==> src/rtl/dma_tcount_pkg.sv <==
`timescale 1ns/1ps
package dma_tcount_pkg;
   typedef enum logic [1:0] {
      ST_IDLE = 2'd0,
      ST_WAIT = 2'd1,
      ST_MOVE = 2'd2
   } xfer_state_e;

   localparam int BYTE_W = 8;
endpackage

==> src/rtl/dma_tcount_regs.sv <==
`timescale 1ns/1ps
module dma_tcount_regs
   import dma_tcount_pkg::*;
#(
   parameter int          CNT_BYTES   = 3,
   parameter bit          ID_READBACK = 1'b1,
   parameter logic [7:0]  CHIP_ID     = 8'h3C,
   parameter int          SEL_W       = 2
) (
   input  logic                          clk,
   input  logic                          rst_n,
   input  logic                          wr_en,
   input  logic [SEL_W-1:0]              wr_sel,
   input  logic [BYTE_W-1:0]             wr_data,
   input  logic                          live_reload,
   input  logic                          live_dec,
   input  logic                          live_clear,
   input  logic [SEL_W-1:0]              rd_sel,
   output logic [BYTE_W-1:0]             rd_data,
   output logic [CNT_BYTES*BYTE_W-1:0]   live_count,
   output logic                          hi_written
);
   localparam int CNT_W = CNT_BYTES * BYTE_W;
   localparam int HI    = CNT_BYTES - 1;

   if (CNT_BYTES < 2) begin : g_bad_bytes
      $error("dma_tcount_regs: CNT_BYTES must be at least 2");
   end
   if ((1 << SEL_W) < CNT_BYTES) begin : g_bad_sel
      $error("dma_tcount_regs: SEL_W too narrow for CNT_BYTES");
   end

   logic [CNT_W-1:0] shadow_vec;
   logic [CNT_W-1:0] live_q;
   logic             hi_wr_q;
   logic [BYTE_W-1:0] rd_byte;

   for (genvar b = 0; b < CNT_BYTES; b++) begin : g_shadow
      logic [BYTE_W-1:0] byte_q;
      always_ff @(posedge clk or negedge rst_n) begin
         if (!rst_n) begin
            byte_q <= '0;
         end else if (wr_en && (wr_sel == SEL_W'(b))) begin
            byte_q <= wr_data;
         end
      end
      assign shadow_vec[b*BYTE_W +: BYTE_W] = byte_q;
   end

   always_ff @(posedge clk or negedge rst_n) begin
      if (!rst_n) begin
         live_q <= '0;
      end else if (live_clear) begin
         live_q <= '0;
      end else if (live_reload) begin
         live_q <= shadow_vec;
      end else if (live_dec && (live_q != '0)) begin
         live_q <= live_q - CNT_W'(1);
      end
   end

   always_ff @(posedge clk or negedge rst_n) begin
      if (!rst_n) begin
         hi_wr_q <= 1'b0;
      end else if (wr_en && (wr_sel == SEL_W'(HI))) begin
         hi_wr_q <= 1'b1;
      end
   end

   always_comb begin
      rd_byte = '0;
      for (int b = 0; b < CNT_BYTES; b++) begin
         if (rd_sel == SEL_W'(b)) begin
            rd_byte = live_q[b*BYTE_W +: BYTE_W];
         end
      end
   end

   if (ID_READBACK) begin : g_id_read
      assign rd_data = ((rd_sel == SEL_W'(HI)) && !hi_wr_q) ? CHIP_ID : rd_byte;
   end else begin : g_plain_read
      assign rd_data = rd_byte;
   end

   assign live_count = live_q;
   assign hi_written = hi_wr_q;

   // reload takes the shadow bytes as they stood before the edge
   p_reload_copy_r2: assert property (@(posedge clk) disable iff (!rst_n)
      (live_reload && !live_clear) |=> (live_q == $past(shadow_vec)));

   // once the high byte has been written, the identifier never returns
   p_hi_sticky_r5: assert property (@(posedge clk) disable iff (!rst_n)
      hi_wr_q |=> hi_wr_q);

   // decrementing an empty count leaves it empty
   p_live_floor_r10: assert property (@(posedge clk) disable iff (!rst_n)
      (live_dec && !live_reload && !live_clear && (live_q == '0)) |=> (live_q == '0));
endmodule

==> src/rtl/dma_tcount_len.sv <==
`timescale 1ns/1ps
module dma_tcount_len #(
   parameter int CNT_W       = 24,
   parameter int SIZE_W      = 25,
   parameter bit ZERO_IS_MAX = 1'b1,
   parameter int ZERO_CNT    = 65536
) (
   input  logic [CNT_W-1:0]         live_count,
   input  logic signed [SIZE_W-1:0] data_left,
   output logic [CNT_W-1:0]         xfer_len
);
   if (SIZE_W <= CNT_W) begin : g_bad_size
      $error("dma_tcount_len: SIZE_W must exceed CNT_W");
   end
   if (ZERO_IS_MAX && (ZERO_CNT >= (1 << CNT_W))) begin : g_bad_zero
      $error("dma_tcount_len: ZERO_CNT does not fit in CNT_W");
   end

   logic [SIZE_W-1:0] eff_cnt;
   logic [SIZE_W-1:0] mag;
   logic [SIZE_W-1:0] pick;

   if (ZERO_IS_MAX) begin : g_zero_max
      assign eff_cnt = (live_count == '0) ? SIZE_W'(ZERO_CNT)
                                          : {{(SIZE_W-CNT_W){1'b0}}, live_count};
   end else begin : g_zero_plain
      assign eff_cnt = {{(SIZE_W-CNT_W){1'b0}}, live_count};
   end

   assign mag  = data_left[SIZE_W-1] ? SIZE_W'(-data_left) : SIZE_W'(data_left);
   assign pick = (mag < eff_cnt) ? mag : eff_cnt;
   assign xfer_len = pick[CNT_W-1:0];
endmodule

==> src/rtl/dma_tcount_seq.sv <==
`timescale 1ns/1ps
module dma_tcount_seq
   import dma_tcount_pkg::*;
#(
   parameter int CNT_W = 24
) (
   input  logic             clk,
   input  logic             rst_n,
   input  logic             wr_en,
   input  logic             cmd_wr,
   input  logic             cmd_dma,
   input  logic             cmd_xfer,
   input  logic             dma_en,
   input  logic             byte_ack,
   input  logic [CNT_W-1:0] xfer_len,
   output logic             live_reload,
   output logic             live_dec,
   output logic             live_clear,
   output logic [CNT_W-1:0] remaining,
   output logic             pending,
   output logic             busy,
   output logic             dma_mode,
   output logic             tc,
   output logic             done
);
   xfer_state_e      state_q;
   logic [CNT_W-1:0] rem_q;
   logic             tc_q, done_q, dma_q;
   logic             start, last_ack, zero_start, finish, move_ack;

   assign start      = (state_q == ST_WAIT) && dma_en;
   assign move_ack   = (state_q == ST_MOVE) && byte_ack;
   assign last_ack   = move_ack && (rem_q == CNT_W'(1));
   assign zero_start = start && (xfer_len == '0);
   assign finish     = last_ack || zero_start;

   assign live_reload = cmd_wr && cmd_dma;
   assign live_dec    = move_ack && !last_ack;
   assign live_clear  = finish;

   always_ff @(posedge clk or negedge rst_n) begin
      if (!rst_n) begin
         state_q <= ST_IDLE;
      end else begin
         unique case (state_q)
            ST_IDLE: if (cmd_wr && cmd_dma && cmd_xfer) state_q <= ST_WAIT;
            ST_WAIT: if (dma_en) state_q <= (xfer_len == '0) ? ST_IDLE : ST_MOVE;
            ST_MOVE: if (last_ack) state_q <= ST_IDLE;
            default: state_q <= ST_IDLE;
         endcase
      end
   end

   always_ff @(posedge clk or negedge rst_n) begin
      if (!rst_n) begin
         rem_q <= '0;
      end else if (start) begin
         rem_q <= xfer_len;
      end else if (move_ack) begin
         rem_q <= rem_q - CNT_W'(1);
      end
   end

   always_ff @(posedge clk or negedge rst_n) begin
      if (!rst_n) begin
         tc_q   <= 1'b0;
         done_q <= 1'b0;
         dma_q  <= 1'b0;
      end else begin
         done_q <= finish;
         if (finish)              tc_q <= 1'b1;
         else if (start || wr_en) tc_q <= 1'b0;
         if (cmd_wr)              dma_q <= cmd_dma;
      end
   end

   assign remaining = rem_q;
   assign pending   = (state_q == ST_WAIT);
   assign busy      = (state_q == ST_MOVE);
   assign dma_mode  = dma_q;
   assign tc        = tc_q;
   assign done      = done_q;

   // a pending command holds until the enable arrives
   p_wait_hold_r6: assert property (@(posedge clk) disable iff (!rst_n)
      (pending && !dma_en) |=> pending);

   // an active transfer always has bytes left
   p_busy_nonzero_r9: assert property (@(posedge clk) disable iff (!rst_n)
      busy |-> (remaining != '0));

   // without an acknowledge the remaining count holds
   p_rem_hold_r10: assert property (@(posedge clk) disable iff (!rst_n)
      (busy && !byte_ack) |=> $stable(remaining));

   // completion pulse comes with terminal count and lasts one cycle
   p_done_tc_r11: assert property (@(posedge clk) disable iff (!rst_n)
      done |-> (tc && !busy));
   p_done_single_r11: assert property (@(posedge clk) disable iff (!rst_n)
      done |=> !done);
endmodule

==> src/rtl/dma_tcount.sv <==
`timescale 1ns/1ps
module dma_tcount
   import dma_tcount_pkg::*;
#(
   parameter int         CNT_BYTES   = 3,
   parameter bit         ID_READBACK = 1'b1,
   parameter logic [7:0] CHIP_ID     = 8'h3C,
   parameter bit         ZERO_IS_MAX = 1'b1,
   parameter int         ZERO_CNT    = 65536,
   parameter int         SEL_W       = 2,
   parameter int         CNT_W       = CNT_BYTES * 8,
   parameter int         SIZE_W      = CNT_W + 1
) (
   input  logic                     clk,
   input  logic                     rst_n,
   input  logic                     wr_en,
   input  logic [SEL_W-1:0]         wr_sel,
   input  logic [7:0]               wr_data,
   input  logic [SEL_W-1:0]         rd_sel,
   output logic [7:0]               rd_data,
   input  logic                     cmd_wr,
   input  logic                     cmd_dma,
   input  logic                     cmd_xfer,
   input  logic signed [SIZE_W-1:0] data_left,
   input  logic                     dma_en,
   input  logic                     byte_ack,
   output logic [CNT_W-1:0]         live_count,
   output logic [CNT_W-1:0]         remaining,
   output logic                     pending,
   output logic                     busy,
   output logic                     dma_mode,
   output logic                     tc,
   output logic                     done
);
   if (CNT_W != CNT_BYTES * BYTE_W) begin : g_bad_w
      $error("dma_tcount: CNT_W must equal CNT_BYTES*8");
   end

   logic             live_reload, live_dec, live_clear, hi_written;
   logic [CNT_W-1:0] xfer_len;

   dma_tcount_regs #(
      .CNT_BYTES(CNT_BYTES), .ID_READBACK(ID_READBACK),
      .CHIP_ID(CHIP_ID), .SEL_W(SEL_W)
   ) u_regs (
      .clk(clk), .rst_n(rst_n), .wr_en(wr_en), .wr_sel(wr_sel),
      .wr_data(wr_data), .live_reload(live_reload), .live_dec(live_dec),
      .live_clear(live_clear), .rd_sel(rd_sel), .rd_data(rd_data),
      .live_count(live_count), .hi_written(hi_written)
   );

   dma_tcount_len #(
      .CNT_W(CNT_W), .SIZE_W(SIZE_W),
      .ZERO_IS_MAX(ZERO_IS_MAX), .ZERO_CNT(ZERO_CNT)
   ) u_len (
      .live_count(live_count), .data_left(data_left), .xfer_len(xfer_len)
   );

   dma_tcount_seq #(.CNT_W(CNT_W)) u_seq (
      .clk(clk), .rst_n(rst_n), .wr_en(wr_en), .cmd_wr(cmd_wr),
      .cmd_dma(cmd_dma), .cmd_xfer(cmd_xfer), .dma_en(dma_en),
      .byte_ack(byte_ack), .xfer_len(xfer_len), .live_reload(live_reload),
      .live_dec(live_dec), .live_clear(live_clear), .remaining(remaining),
      .pending(pending), .busy(busy), .dma_mode(dma_mode), .tc(tc), .done(done)
   );

   // a count write with no completion on the same edge leaves tc low
   p_tc_clear_r4: assert property (@(posedge clk) disable iff (!rst_n)
      (wr_en && !live_clear) |=> !tc);

   // completion leaves the live count empty
   p_done_empty_r11: assert property (@(posedge clk) disable iff (!rst_n)
      done |-> (live_count == '0));

   // an enabled pending command leaves the waiting state
   p_start_leaves_r6: assert property (@(posedge clk) disable iff (!rst_n)
      (pending && dma_en) |=> (!pending && (busy || done)));

   // the written flag can only come from a write
   p_hi_flag_r5: assert property (@(posedge clk) disable iff (!rst_n)
      $rose(hi_written) |-> $past(wr_en));
endmodule

==> config.mk <==
export PLATFORM = sky130hd
export DESIGN_NAME = dma_tcount
export DESIGN_NICKNAME = d
export VERILOG_FILES = /design/src/rtl/dma_tcount_pkg.sv /design/src/rtl/dma_tcount_regs.sv /design/src/rtl/dma_tcount_len.sv /design/src/rtl/dma_tcount_seq.sv /design/src/rtl/dma_tcount.sv
export SDC_FILE = /design/constraint.sdc
export NUM_CORES = 1
export LEC_CHECK = 0
export BUFFER_PORTS_ARGS = -buffer_cell sky130_fd_sc_hd__buf_2
export CORE_ASPECT_RATIO = 0.9
export CORE_UTILIZATION = 34
export CTS_CLUSTER_DIAMETER = 120
export DETAILED_ROUTE_END_ITERATION = 7
export SLEW_MARGIN = 20
export SYNTH_ARGS = -nofsm -noshare
export SYNTH_HDL_FRONTEND = slang
export SYNTH_HIERARCHICAL = 1
export SYNTH_SLANG_ARGS = --single-unit
==> constraint.sdc <==
create_clock -name clk -period 4.01 [get_ports clk]
set_input_delay 1.0025 -clock clk [delete_from_list [all_inputs] [get_ports clk]]
set_output_delay 1.0025 -clock clk [all_outputs]
set_load 0.01 [all_outputs]
After elaboration in Yosys (flattened, before gate mapping)
Cells that the tools add are included.

Bits in registers: 78. Latch bits: 0. Memory bits (writable): 0. Memory bits (read-only): 0. Input port bits: 45. Word-level logic and storage cells: 69. Memories kept: 0.

Add/subtract/negate cells: 3. $mul: 0. Divide/modulo/power cells: 0. Order comparisons: 1. Equal/unequal tests: 10. Shifts and indexed selects: 0. Mux-type cells: 19. Bitwise logic cells: 0. Reduce and logical (&&, ||, !) cells: 26.

Operator list (number): $mux W24 (7); $logic_not A24 Y1 (2); $sub A24 B1 Y24 const B (2); $mux W8 (4); $lt A25 B24 Y1 (1); $mux W25 (1); $neg A25 Y25 (1); $eq A24 B1 Y1 const B (1); $reduce_bool A24 Y1 (1); $logic_and A1 B1 Y1 (12); $mux W2 (4); $eq A2 B1 Y1 const B (3); $eq A2 B2 Y1 const B (3); $logic_not A2 Y1 (3); $pmux W2 S3 (1); $ne A2 B1 Y1 const B (2); $reduce_bool A2 Y1 (2); $reduce_and A3 Y1 (1); $reduce_bool A3 Y1 (1); $logic_not A1 Y1 (2); $logic_or A1 B1 Y1 (2); $mux W1 (2); $ne A2 B2 Y1 const B (1).

Logic depth before layout (Yosys ltp)
Gate-level depths: netlist (run 1).

Depth in word-level cells: 9. Mapped depth: 22.

By module
Netlist (run 1), hierarchy kept.

By module, submodules not included: dma_tcount_regs (times used 1, cells an instance 275, area an instance 2820.2 um2, sequential area each 1226.2 um2); dma_tcount_seq (times used 1, cells an instance 192, area an instance 1741.7 um2, sequential area each 725.7 um2); dma_tcount_len (times used 1, cells an instance 189, area an instance 1431.4 um2, sequential area each 0.0 um2).

Worst setup path before layout (run 1)
OpenSTA, ideal clock, no wires.

Kind: input-to-reg. Start point: input port data_left[10]. End point: register u_regs.live_q[10] (netlist: u_regs/live_count[10]). Setup time: 0.130 ns. Arrival: 5.758 ns. Data required time: 3.880 ns. Path slack: -1.879 ns. Cell stages on the path: 20. Path buffers: 2. Cell sequence: or4_4 > or4_4 > o41ai_4 > xnor2_1 > ha_1 > nand3_1 > o22ai_1 > a211oi_1 > o21ai_0 > a211oi_2 > buf_2 > mux2_1 > nor4_1 > nand4_1 > nor3_1 > a31o_2 > clkbuf_1 > nor2_1 > a32oi_1 > nand3_1.

Word-level cells in the longest chain between the ends: 8.

RTL lines: start: declaration (line dma_tcount.sv:24) `input logic signed [SIZE_W-1:0] data_left,`; $neg A25 Y25 (line dma_tcount_len.sv:30) `assign mag = data_left[SIZE_W-1] ? SIZE_W'(-data_left) : SIZE_W'(data_left);`; $mux W25 (*) (line dma_tcount_len.sv:30); $lt A25 B24 Y1 (line dma_tcount_len.sv:31) `assign pick = (mag < eff_cnt) ? mag : eff_cnt;`; $mux W24 (*) (line dma_tcount_len.sv:31); net xfer_len[22] (line dma_tcount.sv:40) `logic [CNT_W-1:0] xfer_len;`; $logic_not A24 Y1 (*) (line dma_tcount_seq.sv:34) `assign zero_start = start && (xfer_len == '0);`; $logic_and A1 B1 Y1 (*) (line dma_tcount_seq.sv:34); $logic_or A1 B1 Y1 (*) (line dma_tcount_seq.sv:35) `assign finish = last_ack || zero_start;`; net live_clear (line dma_tcount.sv:39) `logic live_reload, live_dec, live_clear, hi_written;`; $reduce_bool A3 Y1 (no source line) or $mux W24 (tied branches); end signal: assignment (line dma_tcount_regs.sv:56) `live_q <= shadow_vec;`; end signal: assignment (line dma_tcount_regs.sv:58) `live_q <= live_q - CNT_W'(1);`; end: declaration (line dma_tcount_regs.sv:34) `logic [CNT_W-1:0] live_q;`.

The timed path passes the listed nets; every way through them passes the cells marked *. A chain may end at the register's enable or synchronous reset.

Worst setup path in the final report (run 1)
Start point: input port data_left[16]. End point: register u_regs.live_q[8] (netlist: u_regs/live_count[8]).

Word-level cells in the longest chain between the ends: 8.

RTL lines (line): $neg A25 Y25 (dma_tcount_len.sv:30); $mux W25 (*) (dma_tcount_len.sv:30); $lt A25 B24 Y1 (*) (dma_tcount_len.sv:31); $mux W24 (*) (dma_tcount_len.sv:31); net xfer_len[11] (dma_tcount.sv:40); $logic_not A24 Y1 (*) (dma_tcount_seq.sv:34); $logic_and A1 B1 Y1 (*) (dma_tcount_seq.sv:34); $logic_or A1 B1 Y1 (*) (dma_tcount_seq.sv:35); net live_clear (dma_tcount.sv:39); $reduce_bool A3 Y1 (no source line) or $mux W24 (tied branches).

Marked as above.

==> results.txt, run 1 <==
Seq/Total Area, Yosys = 32.6%
Drt drc = 0
Final setup skew = 10.5 ps
# diodes = 0
Slew margin rel. = 45.1%
Synth Flop Type = dfrtp_1
Final setup viols = 51
Mapped Cells = 656
Hold path startpoint = u_regs/g_shadow[2].byte_q[3]
CP required = 4280 ps
CTS Sinks = 78
Initial Util = 35.1%
Most frequent cells in the layout = buf_4 (123), buf_2 (102), dfrtp_1 (78)
Critical R2R Launch = u_regs/live_count[13]
CP max-delay cell = or4_4
CP arrival = 5820 ps
Synthesized area = 0.00599 mm²
Power Dens Cells = 518 mW/mm²
Total GRT Usage = 23.6%
First-pass GRT wire length = 32800 µm
WP buf/inv = 5
Status = complete, but fails checks
Crit path capture = u_regs/live_count[8]
Via count = 6397
Core ar. = 0.0171 mm²
WL per Instance = 18.8 µm
Internal reg-to-reg setup slack = -500 ps
Worst slew pin tran = 823 ps
Initial antenna violation count = 0
FP Rows = 45
Worst-path clk slew = 70 ps
H-tree depth = 3
Unrepaired setup endpoints after global routing = true
R2R depth = 21
Final Hold Fails = 0
CP max FO = 6
Critical Path Stages = 23
Worst Setup SP = data_left[16]
Num CTS Buffers = 9
Fin util = 52.0%
Grt total ovfl = 0
Setup CP Type = primary input to flop
Mapped Avg Cell Area = 9.14 µm²
Tcrit/Tclk final = 138%
Tmin final = 5550 ps
Crit end category = flop
Yosys cell types = 72
Die ar. = 0.0182 mm²
DP Wirelength = 15200 µm
GP Congestion = 0.918
Layout cells sized above 1 = 46.5%
Clock latency on the worst-skew pair = 350 ps
Via density = 5.60
Worst setup SP type = primary input
PortBufs = 105
Worst min path class = flop to flop
Max stage delay on crit path = 580 ps
Syn Nets = 729
Worst path cell trace = buf_6, or4_4, or4_4, o41ai_4, xnor2_1, ha_1, nand3_2, nor4_2, a211oi_2, o21ai_2, a211oi_4, buf_12, buf_4, buf_8, buf_4, mux2_4, nor4_1, nand2_1, nor3_2, a31o_4, or2_2, or4_1, nand3_1
Largest net degree at the start of global routing = 79
DRT antenna net count = 0
CP delay by family, top = simple AND/OR/NAND/NOR gates
First drt pass iteration count = 7
Io pins = 106
Max VDD drop = 0.269 mV
Failing checks = negative setup slack
Most common library cell in the layout ignoring fill and taps = buf_4
Number of synthesized flops with an enable pin = 0
Clock Tree Buf Depth = 2
Dpl cells = 1091
Nets@finish = 975
Root buffer cell = clkbuf_16
Vias in the first global route = 5866
Final WS setup = -1540 ps
Hold buffer count at CTS = 0
LEAKAGE = 4.01 nW
Total power = 4.59 mW
Async set-reset flop share out of synthesis = 100%
CTS tree = yes
Max Freq = 180 MHz
Flops & latches, synth = 78
Routed WL = 21500 µm
Die H = 128 µm
Area grow syn2layout = 48.0%
Max-Cap Viols = 0
Final Non-Filler Cells = 1142
R2R Path End = u_regs/live_count[16]
Synth Warn # = 6
Count of pins over their slew limit = 0
Detailed router's first-iteration violation count = 432
Die Span X = 142 µm
[synth_stat cells, types with 8 or more instances]
library cell | instances | area [µm²]
nor2_1 | 36 | 135
o21ai_0 | 24 | 120
or3_1 | 8 | 50.1
nor2b_1 | 11 | 68.8
dfrtp_1 | 78 | 1950
mux2i_1 | 9 | 90.1
o211ai_1 | 18 | 135
o31ai_1 | 8 | 60.1
o22ai_1 | 8 | 50.1
mux2_1 | 16 | 180
mux2_2 | 31 | 349
nor4_1 | 20 | 125
inv_1 | 36 | 135
nor3_1 | 17 | 85.1
ha_1 | 28 | 350
a21oi_1 | 15 | 75.1
a211oi_1 | 14 | 105
nand3b_1 | 9 | 67.6
nand2_1 | 65 | 244
or4_1 | 12 | 90.1
nand4_1 | 19 | 119
o311ai_0 | 9 | 78.8
xnor2_1 | 27 | 236
nand3_1 | 25 | 125
clkbuf_1 | 18 | 67.6
[registers in the layout, summed over array words and instances (netlist names)]
name and flops:
u_regs/g_shadow.byte_q 24, u_regs/live_count 24, u_seq/remaining 24, u_seq/state_q 2, u_regs/hi_written 1, u_seq/dma_mode 1
u_seq/done 1, u_seq/tc 1
[power breakdown]
group	internal, mW	total [mW]	switching [mW]	leakage, nW
logic	1.14	2.39	1.25	2.91
registers	1.01	1.28	0.264	0.933
clock network	0.556	0.925	0.369	0.163
total	2.71	4.59	1.88	4.01
[per-stage QoR]
step	worst slack [ps]	instance area (µm²)	TNS, ps	hold slack [ps]
after detailed placement	-1930	7680	-69160	491
final	-1540	8870	-47760	509
after floorplan	-1450	6070	-44170	443
after global routing	-1790	8870	-58360	517
after global placement	-1830	7680	-65600	487
after CTS	-1420	8580	-44070	510
[layout make-up]
type	instances	area, µm²
timing repair buffer	258	1830
multi-input combinational	518	4320
sequential	78	1950
inverter	37	139
clock buffer	9	225
fill	1577	8190
tap	235	294
clock inverter	7	103
[what timing repair did]
action | 4_1_cts | 5_1_grt
setup endpoints to repair | 51 | 51
gates cloned | 1 | 0
resized for setup | 101 | 45
buffers inserted | 31 | 13
pin swaps | 16 | 20
[per-layer routing]
| layer | vias to the layer above | GRT usage (%) | part of all wire (%) | wire (µm) |
|---|---|---|---|---|
| li1 | 2996 | - | - | - |
| met1 | 3095 | 32.5 | 46 | 9830 |
| met2 | 270 | 37.8 | 46 | 9960 |
| met3 | 36 | 4.15 | 5.9 | 1270 |
| met4 | 0 | 7.27 | 2.1 | 442 |
| met5 | - | 0 | 0 | 0 |
[worst register-to-register path, stage by stage (launching register included)]
cell	delay, ps
dfrtp_1	380
nor4_1	300
buf_4	170
and4_1	200
a31oi_1	130
ha_1	330
nand4_1	160
nor4_2	70
a211oi_2	250
o21ai_2	100
a211oi_4	260
buf_12	180
buf_6	110
mux2_4	330
nor4_4	310
nand4_1	210
nor3_2	260
a31o_4	180
buf_6	130
buf_8	130
or3_1	120
o211ai_1	90
[how the worst min path moves through the flow]
stage | end | cells past startpoint | slack [ps]
6_report | u_regs/g_shadow[2].byte_q[3] | 1 | 510
2_1_floorplan | u_regs/live_count[8] | 2 | 440
3_5_place_dp | u_seq/dma_mode | 1 | 490
3_3_place_gp | u_regs/g_shadow[1].byte_q[7] | 1 | 490
5_1_grt | u_regs/g_shadow[2].byte_q[3] | 1 | 520
4_1_cts | u_regs/g_shadow[1].byte_q[7] | 1 | 510
[kinds of logic (layout without fill, tap and decap cells)]
logic type | Yosys count | count (layout) | share of synthesized area, %
AND/OR/NAND/NOR | 269 | 269 | 26.3
AO/OA/AOI/OAI | 131 | 131 | 16.0
flip-flops | 78 | 78 | 32.6
buffers and inverters | 60 | 311 | 3.95
multiplexers | 57 | 57 | 10.6
XOR/XNOR | 33 | 33 | 4.82
adder cells (fa/ha/maj) | 28 | 28 | 5.85
No activity file was read; power rests on OpenSTA's default activity.
==> run 2, diff against run 1 <==
--- a/config.mk
+++ b/config.mk
@@ -10,6 +10,7 @@
 export CORE_UTILIZATION = 34
 export CTS_CLUSTER_DIAMETER = 120
 export DETAILED_ROUTE_END_ITERATION = 7
+export PLACE_DENSITY = 0.64
 export SLEW_MARGIN = 20
 export SYNTH_ARGS = -nofsm -noshare
 export SYNTH_HDL_FRONTEND = slang
==> results.txt, run 2 (synthesized netlist as in run 1, its figures left out) <==
Status = complete, but fails checks
Failing checks = negative setup slack
Max Freq = 177 MHz
Die ar. = 0.0182 mm²
Worst setup SP type = primary input
First drt pass iteration count = 5
Worst path cell trace = buf_6, or4_4, or4_4, buf_6, o31ai_4, xnor2_2, ha_1, nand2_2, buf_4, or2_4, nor4_4, a211oi_4, buf_6, buf_12, buf_12, buf_4, mux2_4, nor4_4, nand2_2, nor3_4, a31o_4, or2_4, or4_4, nand3_2
Drt drc = 0
Via density = 5.73
Count of pins over their slew limit = 0
Initial antenna violation count = 0
Hold buffer count at CTS = 0
Worst-path clk slew = 60 ps
Filler cell count = 1501
Post-Place Setup Slack = -1850 ps
First-pass GRT wire length = 33300 µm
Final Hold Fails = 0
# diodes = 0
WL per Instance = 19.7 µm
Routed WL = 22600 µm
Layout cells sized above 1 = 46.6%
Die Span X = 142 µm
Detailed router's first-iteration violation count = 689
Root buffer cell = clkbuf_16
Total GRT Usage = 24.0%
Final WS setup = -1640 ps
Worst slew pin tran = 733 ps
CP delay by family, top = simple AND/OR/NAND/NOR gates
Slew margin rel. = 51.1%
Grt total ovfl = 0
Vias in the first global route = 6235
GP Congestion = 0.887
Initial Util = 35.1%
CTS tree = yes
WP buf/inv = 7
DRT antenna net count = 0
Max stage delay on crit path = 570 ps
Internal reg-to-reg setup slack = -500 ps
CP required = 4290 ps
LEAKAGE = 4.07 nW
Clock Tree Buf Depth = 2
CTS Sinks = 78
Area grow syn2layout = 49.9%
Io pins = 106
Final setup viols = 51
Area of the multi-input gates = 0.00438 mm²
CP arrival = 5930 ps
Via count = 6564
CP max-delay cell = or4_4
Fin util = 52.7%
Most frequent cells in the layout = buf_4 (116), buf_2 (101), dfrtp_1 (78)
Setup CP Type = primary input to flop
Max-Cap Viols = 0
H-tree depth = 3
FP Rows = 45
Die H = 128 µm
Sequential cell area = 0.00195 mm²
Clock latency on the worst-skew pair = 350 ps
Core ar. = 0.0171 mm²
Num CTS Buffers = 9
CP max FO = 6
Crit end category = flop
Worst min path class = flop to flop
PortBufs = 105
Tcrit/Tclk final = 141%
Power Dens Cells = 515 mW/mm²
Max VDD drop = 0.247 mV
Unrepaired setup endpoints after global routing = true
Final setup skew = 11.0 ps
Largest net degree at the start of global routing = 79
Most common library cell in the layout ignoring fill and taps = buf_4
Tmin final = 5650 ps
DP Wirelength = 15100 µm
Nets@finish = 978
-- run 2: changes by cell type in the layout (fill, tap and decap cells not counted), moves of 3 or more --
cell      before  now
a211oi_2       6    1
nand2_1       48   45
buf_6         28   37
nor4_4         7   10
buf_4        123  116
a211oi_1       8   13
-- run 2: what timing repair did --
item,CTS,global route
setup buffers,25,18
resized for setup,100,65
cloned,4,0
pin swaps,30,36
setup endpoints to repair,51,51
-- run 2: through the flow --
| step | area [µm²] | hold WS [ps] | std cells | setup TNS [ps] | total power, mW |
|---|---|---|---|---|---|
| after floorplan | 6070 | 443 | 656 | -44170 | 2.35 |
| after global placement | 7700 | 487 | 1093 | -62110 | 3.24 |
| after detailed placement | 7700 | 494 | 1093 | -65810 | 3.27 |
| after CTS | 8640 | 510 | 1136 | -45910 | 4.43 |
| after global routing | 8990 | 522 | 1145 | -64210 | 4.89 |
| final | 8990 | 505 | 1145 | -56590 | 4.63 |
-- run 2: power breakdown --
group          switching, mW  internal [mW]  leakage [nW]
sequential             0.265           1.01         0.933
combinational           1.32           1.21          2.99
clock                  0.379          0.442         0.149
total                   1.97           2.66          4.07
-- run 2: final timing paths --
| kind | depth (start not counted) | from | to |
|---|---|---|---|
| worst max-delay path | 24 | data_left[13] | u_regs/live_count[8] |
| worst min-delay path | 1 | u_seq/dma_mode | u_seq/dma_mode |
| worst max register to register | 21 | u_regs/live_count[13] | u_regs/live_count[10] |
| worst min register to register | 1 | u_seq/dma_mode | u_seq/dma_mode |
| max in group asynchronous | 1 | rst_n | u_regs/hi_written |
| min in group asynchronous | 1 | rst_n | u_seq/dma_mode |
-- run 2: layout make-up --
class                           instances  area share [%]
Inverter                               37            1.55
Timing Repair Buffer                  260            21.4
Tap cell                              235            3.27
Multi-Input combinational cell        519            48.7
Clock inverter                          7           0.849
Clock buffer                            9            2.51
Sequential cell                        78            21.7
-- run 2: layer usage --
metal  global-route usage (%)  vias up  wire length [µm]
li1                         -     3003                 -
met1                     31.2     3170              9350
met2                     38.9      317             10700
met3                     4.63       74              1670
met4                     10.6        0               910
met5                        0        -                 0
==> run 3, diff against run 2 <==
--- a/config.mk
+++ b/config.mk
@@ -10,6 +10,7 @@
 export CORE_UTILIZATION = 34
 export CTS_CLUSTER_DIAMETER = 120
 export DETAILED_ROUTE_END_ITERATION = 7
+export GPL_TIMING_DRIVEN = 0
 export PLACE_DENSITY = 0.64
 export SLEW_MARGIN = 20
 export SYNTH_ARGS = -nofsm -noshare
==> results.txt, run 3 (synthesized netlist as in run 1, its figures left out) <==
Io pins = 106
FP Rows = 45
Internal Pwr Total = 2.34 mW
Sw frac = 43.9%
Final setup skew = 7.00 ps
Die Span X = 142 µm
Crit end category = flop
Tcrit/Tclk final = 138%
Final Hold Fails = 0
Count of pins over their slew limit = 0
Power Dens Cells = 526 mW/mm²
Clock Tree Buf Depth = 2
Die ar. = 0.0182 mm²
Worst slew pin tran = 693 ps
Die H = 128 µm
Most used cell, CP = buf_8
LEAKAGE = 3.37 nW
Final Cell Area = 0.00791 mm²
# diodes = 0
CP delay by family, top = simple AND/OR/NAND/NOR gates
DP Wirelength = 14300 µm
Filler cell count = 1626
Max Freq = 181 MHz
Root buffer cell = clkbuf_16
CTS tree = yes
Initial Util = 35.1%
WP buf/inv = 5
DRT antenna net count = 0
Final WS setup = -1520 ps
Vias in the first global route = 5494
Placed cell areas = 0.00692 mm²
CP arrival = 5760 ps
GP Congestion = 0.870
Comb pwr share = 44.5%
Via density = 5.76
Switching power = 1.82 mW
Detailed router's first-iteration violation count = 519
First drt pass iteration count = 5
Largest net degree at the start of global routing = 46
Unrepaired setup endpoints after global routing = true
Core ar. = 0.0171 mm²
Grt total ovfl = 0
Max-Cap Viols = 0
Most common library cell in the layout ignoring fill and taps = buf_2
Status = complete, but fails checks
Failing checks = negative setup slack
Routed WL = 20300 µm
Clock power frac = 20.2%
Dpl cells = 997
Max VDD drop = 0.290 mV
Worst setup SP type = primary input
Initial antenna violation count = 0
CP required = 4240 ps
Via count = 6000
Most frequent cells in the layout = buf_2 (103), dfrtp_1 (78), nand2_1 (45)
Worst path cell trace = buf_8, or4_4, nor2_1, nand4_1, o41ai_2, xnor2_1, ha_1, a21oi_1, o22ai_1, a211oi_1, o21ai_1, a211oi_4, buf_6, buf_8, buf_12, mux2_4, nor4_4, nand2_2, nor3_2, a31o_2, clkbuf_16, nor2_4, a32oi_1, nand3_1
Max stage delay on crit path = 540 ps
Drt drc = 0
Slew margin rel. = 53.6%
Setup CP Type = primary input to flop
Tmin final = 5530 ps
Area of the multi-input gates = 0.00425 mm²
CP max FO = 7
WL per Instance = 19.5 µm
PortBufs = 105
Worst-path clk slew = 70 ps
Layout cells sized above 1 = 36.5%
Total power = 4.16 mW
Worst min path class = flop to flop
Sequential cell area = 0.00195 mm²
CTS Sinks = 78
H-tree depth = 3
Nets@finish = 874
Final Non-Filler Cells = 1041
First-pass GRT wire length = 30700 µm
Hold buffer count at CTS = 0
Clock latency on the worst-skew pair = 350 ps
Total GRT Usage = 22.1%
Num CTS Buffers = 9
CP max-delay cell = or4_4
Area grow syn2layout = 31.9%
Sequential power share = 35.3%
Final setup viols = 51
[run 3: cell count changes in the layout (fill, tap and decap cells not counted), moves of 3 or more]
cell	before	now
buf_6	37	10
clkbuf_1	0	16
nand2_2	11	19
o21ai_2	4	1
o21ai_0	16	19
buf_4	116	21
nor2_4	4	1
nand2_4	9	1
[run 3: worst min-delay path: cells and delay by family, from the launching register on]
family	cells	cell delay, ps
AND/OR/NAND/NOR	2	120
flip-flops	1	340
[run 3: area by class of cell]
| class | instances | share of cell area [%] |
|---|---|---|
| clock inverters | 7 | 0.965 |
| multi-input cells | 519 | 53.7 |
| repair buffers | 133 | 10.3 |
| plain buffers | 23 | 1.98 |
| clock buffers | 9 | 2.85 |
| well taps | 235 | 3.72 |
| flip-flops and latches | 78 | 24.7 |
| inverters | 37 | 1.76 |
[run 3: worst paths after layout]
path	start	to	slack (ps)	cells past startpoint
min	u_regs/g_shadow[1].byte_q[0]	u_regs/live_count[8]	490	2
max in group asynchronous	rst_n	u_regs/live_count[20]	2820	2
max	data_left[8]	u_regs/live_count[10]	-1520	24
max reg2reg	u_regs/live_count[18]	u_regs/live_count[10]	-500	20
min reg2reg	u_regs/g_shadow[1].byte_q[0]	u_regs/live_count[8]	490	2
min in group asynchronous	rst_n	u_seq/done	610	1
[run 3: repair_timing]
action	4_1_cts	5_1_grt
setup buffers	18	8
setup endpoints to repair	51	51
pin swaps	30	21
cloned	2	0
gates resized for setup	83	29
[run 3: power groups by stage]
stage	combinational (mW)	sequential (mW)	clock, mW
3_5_place_dp	1.52	1.47	0
3_3_place_gp	1.50	1.46	0
6_report	1.85	1.47	0.840
2_1_floorplan	0.968	1.39	0
4_1_cts	1.75	1.46	0.864
5_1_grt	2.00	1.51	0.892
[run 3: routing by layer]
layer,GRT usage [%],up-vias,wire length (µm)
li1,-,2796,-
met4,7.46,0,518
met3,4.33,40,1360
met2,34.2,251,9170
met5,0,-,0
met1,30.7,2913,9250
[run 3: stage by stage]
| stage | util (%) | setup TNS, ps | hold WS [ps] | setup slack (ps) |
|---|---|---|---|---|
| after floorplan | - | -44170 | 443 | -1450 |
| after global placement | 40.4 | -79470 | 471 | -2300 |
| after detailed placement | 40.6 | -80230 | 482 | -2320 |
| after CTS | 45.2 | -44920 | 503 | -1520 |
| after global routing | 46.3 | -49640 | 526 | -1640 |
| final | 46.3 | -45250 | 492 | -1520 |
